### config.mk
export PLATFORM = sky130hd
export DESIGN_NAME = simd_sat_adder
export DESIGN_NICKNAME = d
export VERILOG_FILES = /design/src/rtl/simd_sat_pkg.sv /design/src/rtl/simd_lane_ctrl.sv /design/src/rtl/simd_byte_slice.sv /design/src/rtl/simd_lane_sat.sv /design/src/rtl/simd_sat_adder.sv
export SDC_FILE = /design/constraint.sdc
export NUM_CORES = 1
export LEC_CHECK = 0
export BUFFER_PORTS_ARGS = -buffer_cell sky130_fd_sc_hd__buf_2
export CAP_MARGIN = 20
export CORE_ASPECT_RATIO = 0.9
export CORE_MARGIN = 2
export CORE_UTILIZATION = 40
export DETAILED_ROUTE_END_ITERATION = 16
export GPL_TIMING_DRIVEN = 0
export PLACE_DENSITY = 0.57
export SLEW_MARGIN = 30
export SYNTH_ARGS = -nofsm -noshare
export SYNTH_HDL_FRONTEND = slang
export SYNTH_HIERARCHICAL = 1
export SYNTH_SLANG_ARGS = --single-unit
### constraint.sdc
create_clock -name vclk -period 28.3
set_input_delay 1.415 -clock vclk [all_inputs]
set_output_delay 1.415 -clock vclk [all_outputs]
set_load 0.05 [all_outputs]
### src/rtl/simd_sat_pkg.sv
package simd_sat_pkg;

  localparam int BYTE_W = 8;
  localparam int NBYTES = 8;
  localparam int DATA_W = BYTE_W * NBYTES;
  localparam int IDX_W  = $clog2(NBYTES);

  typedef enum logic [1:0] {
    LANE_B8  = 2'b00,
    LANE_B16 = 2'b01,
    LANE_B32 = 2'b10,
    LANE_B64 = 2'b11
  } lane_size_e;

  // Number of bytes in one lane for a given size code.
  function automatic int lane_span(lane_size_e s);
    return 1 << int'(s);
  endfunction

  // Overflow of a lane judged at its top byte from the two top carries.
  function automatic logic lane_overflow(logic is_signed, logic is_sub,
                                         logic c_into_msb, logic c_out);
    if (is_signed) return c_into_msb ^ c_out;
    else if (is_sub) return ~c_out;
    else return c_out;
  endfunction

  // Clamp value for one byte of an overflowing lane.
  function automatic logic [BYTE_W-1:0] clamp_byte(logic is_signed, logic is_sub,
                                                   logic is_top, logic a_neg);
    logic [BYTE_W-1:0] v;
    if (!is_signed) begin
      v = is_sub ? '0 : '1;
    end else if (!a_neg) begin
      v = '1;
      if (is_top) v[BYTE_W-1] = 1'b0;
    end else begin
      v = '0;
      if (is_top) v[BYTE_W-1] = 1'b1;
    end
    return v;
  endfunction

endpackage

### src/rtl/simd_lane_ctrl.sv
module simd_lane_ctrl
  import simd_sat_pkg::*;
(
  input  lane_size_e                     size_i,
  output logic [NBYTES-1:0]              start_o,
  output logic [NBYTES-1:0][IDX_W-1:0]   top_idx_o
);

  always_comb begin
    int span;
    span = lane_span(size_i);
    for (int i = 0; i < NBYTES; i++) begin
      start_o[i]   = ((i % span) == 0);
      top_idx_o[i] = IDX_W'(i - (i % span) + span - 1);
    end
  end

endmodule

### src/rtl/simd_byte_slice.sv
module simd_byte_slice
  import simd_sat_pkg::*;
(
  input  logic [BYTE_W-1:0] a_i,
  input  logic [BYTE_W-1:0] b_i,
  input  logic              sub_i,
  input  logic              cin_i,
  output logic [BYTE_W-1:0] sum_o,
  output logic              c_msb_o,
  output logic              cout_o
);

  logic [BYTE_W-1:0] b_eff;
  logic [BYTE_W-1:0] low;
  logic [1:0]        top;

  always_comb begin
    b_eff   = b_i ^ {BYTE_W{sub_i}};
    low     = {1'b0, a_i[BYTE_W-2:0]} + {1'b0, b_eff[BYTE_W-2:0]} + BYTE_W'(cin_i);
    top     = {1'b0, a_i[BYTE_W-1]} + {1'b0, b_eff[BYTE_W-1]} + {1'b0, low[BYTE_W-1]};
    sum_o   = {top[0], low[BYTE_W-2:0]};
    c_msb_o = low[BYTE_W-1];
    cout_o  = top[1];
  end

endmodule

### src/rtl/simd_lane_sat.sv
module simd_lane_sat
  import simd_sat_pkg::*;
(
  input  logic [BYTE_W-1:0] raw_i,
  input  logic              lane_ovf_i,
  input  logic              is_top_i,
  input  logic              a_neg_i,
  input  logic              signed_i,
  input  logic              sub_i,
  input  logic              sat_en_i,
  output logic [BYTE_W-1:0] res_o
);

  always_comb begin
    if (sat_en_i && lane_ovf_i)
      res_o = clamp_byte(signed_i, sub_i, is_top_i, a_neg_i);
    else
      res_o = raw_i;
  end

endmodule

### src/rtl/simd_sat_adder.sv
module simd_sat_adder
  import simd_sat_pkg::*;
(
  input  logic [63:0] a_i,
  input  logic [63:0] b_i,
  input  logic [1:0]  lane_size_i,
  input  logic        sub_i,
  input  logic        signed_i,
  input  logic        sat_en_i,
  output logic [63:0] sum_o,
  output logic [7:0]  ovf_o
);

  logic [NBYTES-1:0]             lane_start;
  logic [NBYTES-1:0][IDX_W-1:0]  lane_top;
  logic [NBYTES-1:0]             slice_cin;
  logic [NBYTES-1:0]             slice_cout;
  logic [NBYTES-1:0]             slice_cmsb;
  logic [NBYTES-1:0]             byte_ovf;
  logic [NBYTES-1:0]             a_msb;
  logic [NBYTES-1:0][BYTE_W-1:0] raw_sum;

  simd_lane_ctrl u_ctrl (
    .size_i    (lane_size_e'(lane_size_i)),
    .start_o   (lane_start),
    .top_idx_o (lane_top)
  );

  for (genvar i = 0; i < NBYTES; i++) begin : g_byte
    if (i == 0) begin : g_first
      assign slice_cin[i] = sub_i;
    end else begin : g_chain
      assign slice_cin[i] = lane_start[i] ? sub_i : slice_cout[i-1];
    end

    assign a_msb[i] = a_i[i*BYTE_W + BYTE_W-1];

    simd_byte_slice u_slice (
      .a_i     (a_i[i*BYTE_W +: BYTE_W]),
      .b_i     (b_i[i*BYTE_W +: BYTE_W]),
      .sub_i   (sub_i),
      .cin_i   (slice_cin[i]),
      .sum_o   (raw_sum[i]),
      .c_msb_o (slice_cmsb[i]),
      .cout_o  (slice_cout[i])
    );

    assign byte_ovf[i] = lane_overflow(signed_i, sub_i, slice_cmsb[i], slice_cout[i]);
    assign ovf_o[i]    = byte_ovf[lane_top[i]];

    simd_lane_sat u_sat (
      .raw_i      (raw_sum[i]),
      .lane_ovf_i (ovf_o[i]),
      .is_top_i   (lane_top[i] == IDX_W'(i)),
      .a_neg_i    (a_msb[lane_top[i]]),
      .signed_i   (signed_i),
      .sub_i      (sub_i),
      .sat_en_i   (sat_en_i),
      .res_o      (sum_o[i*BYTE_W +: BYTE_W])
    );
  end

endmodule

==> flow_summary.toml <==
[setup_path]
cp.arrival_ns = 24.99
crit_path_top_delay_cell = "clkbuf_1"
critPathCaptureType = "output port"
crit_type = "input port to output port"
start_kind = "input port"
max_stage_delay_ns = 0.64
crit_path_max_fanout = 31
path_common_cell = "inv_1"
cp.required_ns = 26.89

[detailed_routing]
vias = 9119
drt_iter0_drc = 692
first_pass_iters = 5
wl_met2_mm = 11.8
drcViolationCount = 0
drt_wl_total_mm = 27.4
wl_per_cell_um = 17.0
topRoutingLayerUsed = "met4"
met1_length_mm = 13.3
ant_nets = 0
wl_met3_mm = 1.99
via_per_inst = 5.64

[grt]
grt_pass1_wl_mm = 43.3
gr-total-overflow = 0
first_global_vias = 8361
grt_max_degree = 34
grtUsageTotal = 0.227
grt_antenna_before_repair = 0

[clock_tree]
cts_resized = 0
postCtsSetupBuffers = 0
ctsHoldBuffers = 0

[hold_path]
worstHoldPathType = "input port to output port"

[place]
gp_congestion = 0.883
dpl.cell_count = 1617
numPortBuffers = 205
pre_cts_ws_ns = 2.22
post-dp-hpwl_mm = 20.8

[status]
status = "finished clean"

[cells_and_area]
area.growth.synth_to_final_pct = 16.0
final_util = 0.469
seq_area_sq_um = 0
stdcell_count = 1617
layout-drive-gt1-share = 0.269
nClkBuffers = 0
fin_nets = 1553
multi_input_area_sq_mm = 0.00776
fill_cells = 2251
antennaDiodeCount = 0
nFlopsAndLatches = 0

[floorplanning]
die_area_sq_mm = 0.0229
pin_count = 205
die_width_um = 159
start_util = 0.404
core_area_sq_mm = 0.0214
fp.dieH_um = 144
row_count = 51

[sta]
fin_ws_ns = 1.89
worst_slew_pin_slew_ns = 1.01
finalSetupViolCount = 0
finalMaxSlewViolations = 0
holdWs_ns = 3.44
fmax_mhz = 37.9
finalHoldViolCount = 0
maxSlewHeadroom = 0.316
fin_crit_ns = 26.41
rsz0062_at_grt = "no"
finalSetupTns_ns = 0
min_period_over_period = 0.933

[synthesis]
netlist_area_sq_mm = 0.00867
synth_nets = 1346
netlist_instances = 1121
ys_warn_count = 6
avgSynthCellArea_sq_um = 7.74

[power]
power.density_mw_per_mm2 = 47.6
leakage_nw = 4.89
vdd_drop_max_v = 0.0000724

[run]
maxCapViolCount = 0
[through the flow]
stage	power [mW]	area, sq um
final	0.479	10100
after global routing	0.515	10100
after CTS	0.477	10100
after floorplan	0.371	8670
after global placement	0.475	10100
after detailed placement	0.475	10100
[final cells by class]
cell class	instances	area share
multi-input combinational	933	0.772
buffer	115	0.0630
inverter	73	0.0272
tap	291	0.0362
timing repair buffer	205	0.102
[worst paths after layout]
check / start / end / slack, ns / depth (start not counted)
hold / removal: a_i[9] / sum_o[9] / 3.44 / 4
setup / recovery: sub_i / sum_o[61] / 1.89 / 92
[routing by layer]
layer | vias to the layer above | global-route usage
li1 | 4494 | -
met1 | 4225 | 0.341
met2 | 368 | 0.361
met3 | 32 | 0.0159
met4 | 0 | 0.0316
met5 | - | 0
[worst max-delay path, delay by kind of cell]
family / cells / cell delay (ns)
buf+inv: 34 / 9.15
fa+ha+maj: 16 / 6.31
compound gates: 26 / 4.25
mux: 8 / 1.98
simple gates: 7 / 1.69
xor+xnor: 1 / 0.12
[cell usage in the layout (no fill, tap or decap), types with 32 or more instances in the layout]
cell        n
buf_2     223
nand2_1    95
a21o_1     78
inv_1      70
ha_1       68
xor2_1     67
clkbuf_1   60
a21oi_1    56
xnor2_1    52
nor4b_1    44
nor2_1     44
mux2i_1    38
nand3_1    36
nor4bb_1   32
[power breakdown]
| group | switching (mW) | internal (mW) | total, mW | leakage (nW) |
|---|---|---|---|---|
| registers | 0 | 0 | 0 | 0 |
| clock network | 0 | 0 | 0 | 0 |
| logic | 0.323 | 0.155 | 0.479 | 4.89 |
No activity file was read; power rests on OpenSTA's default activity.
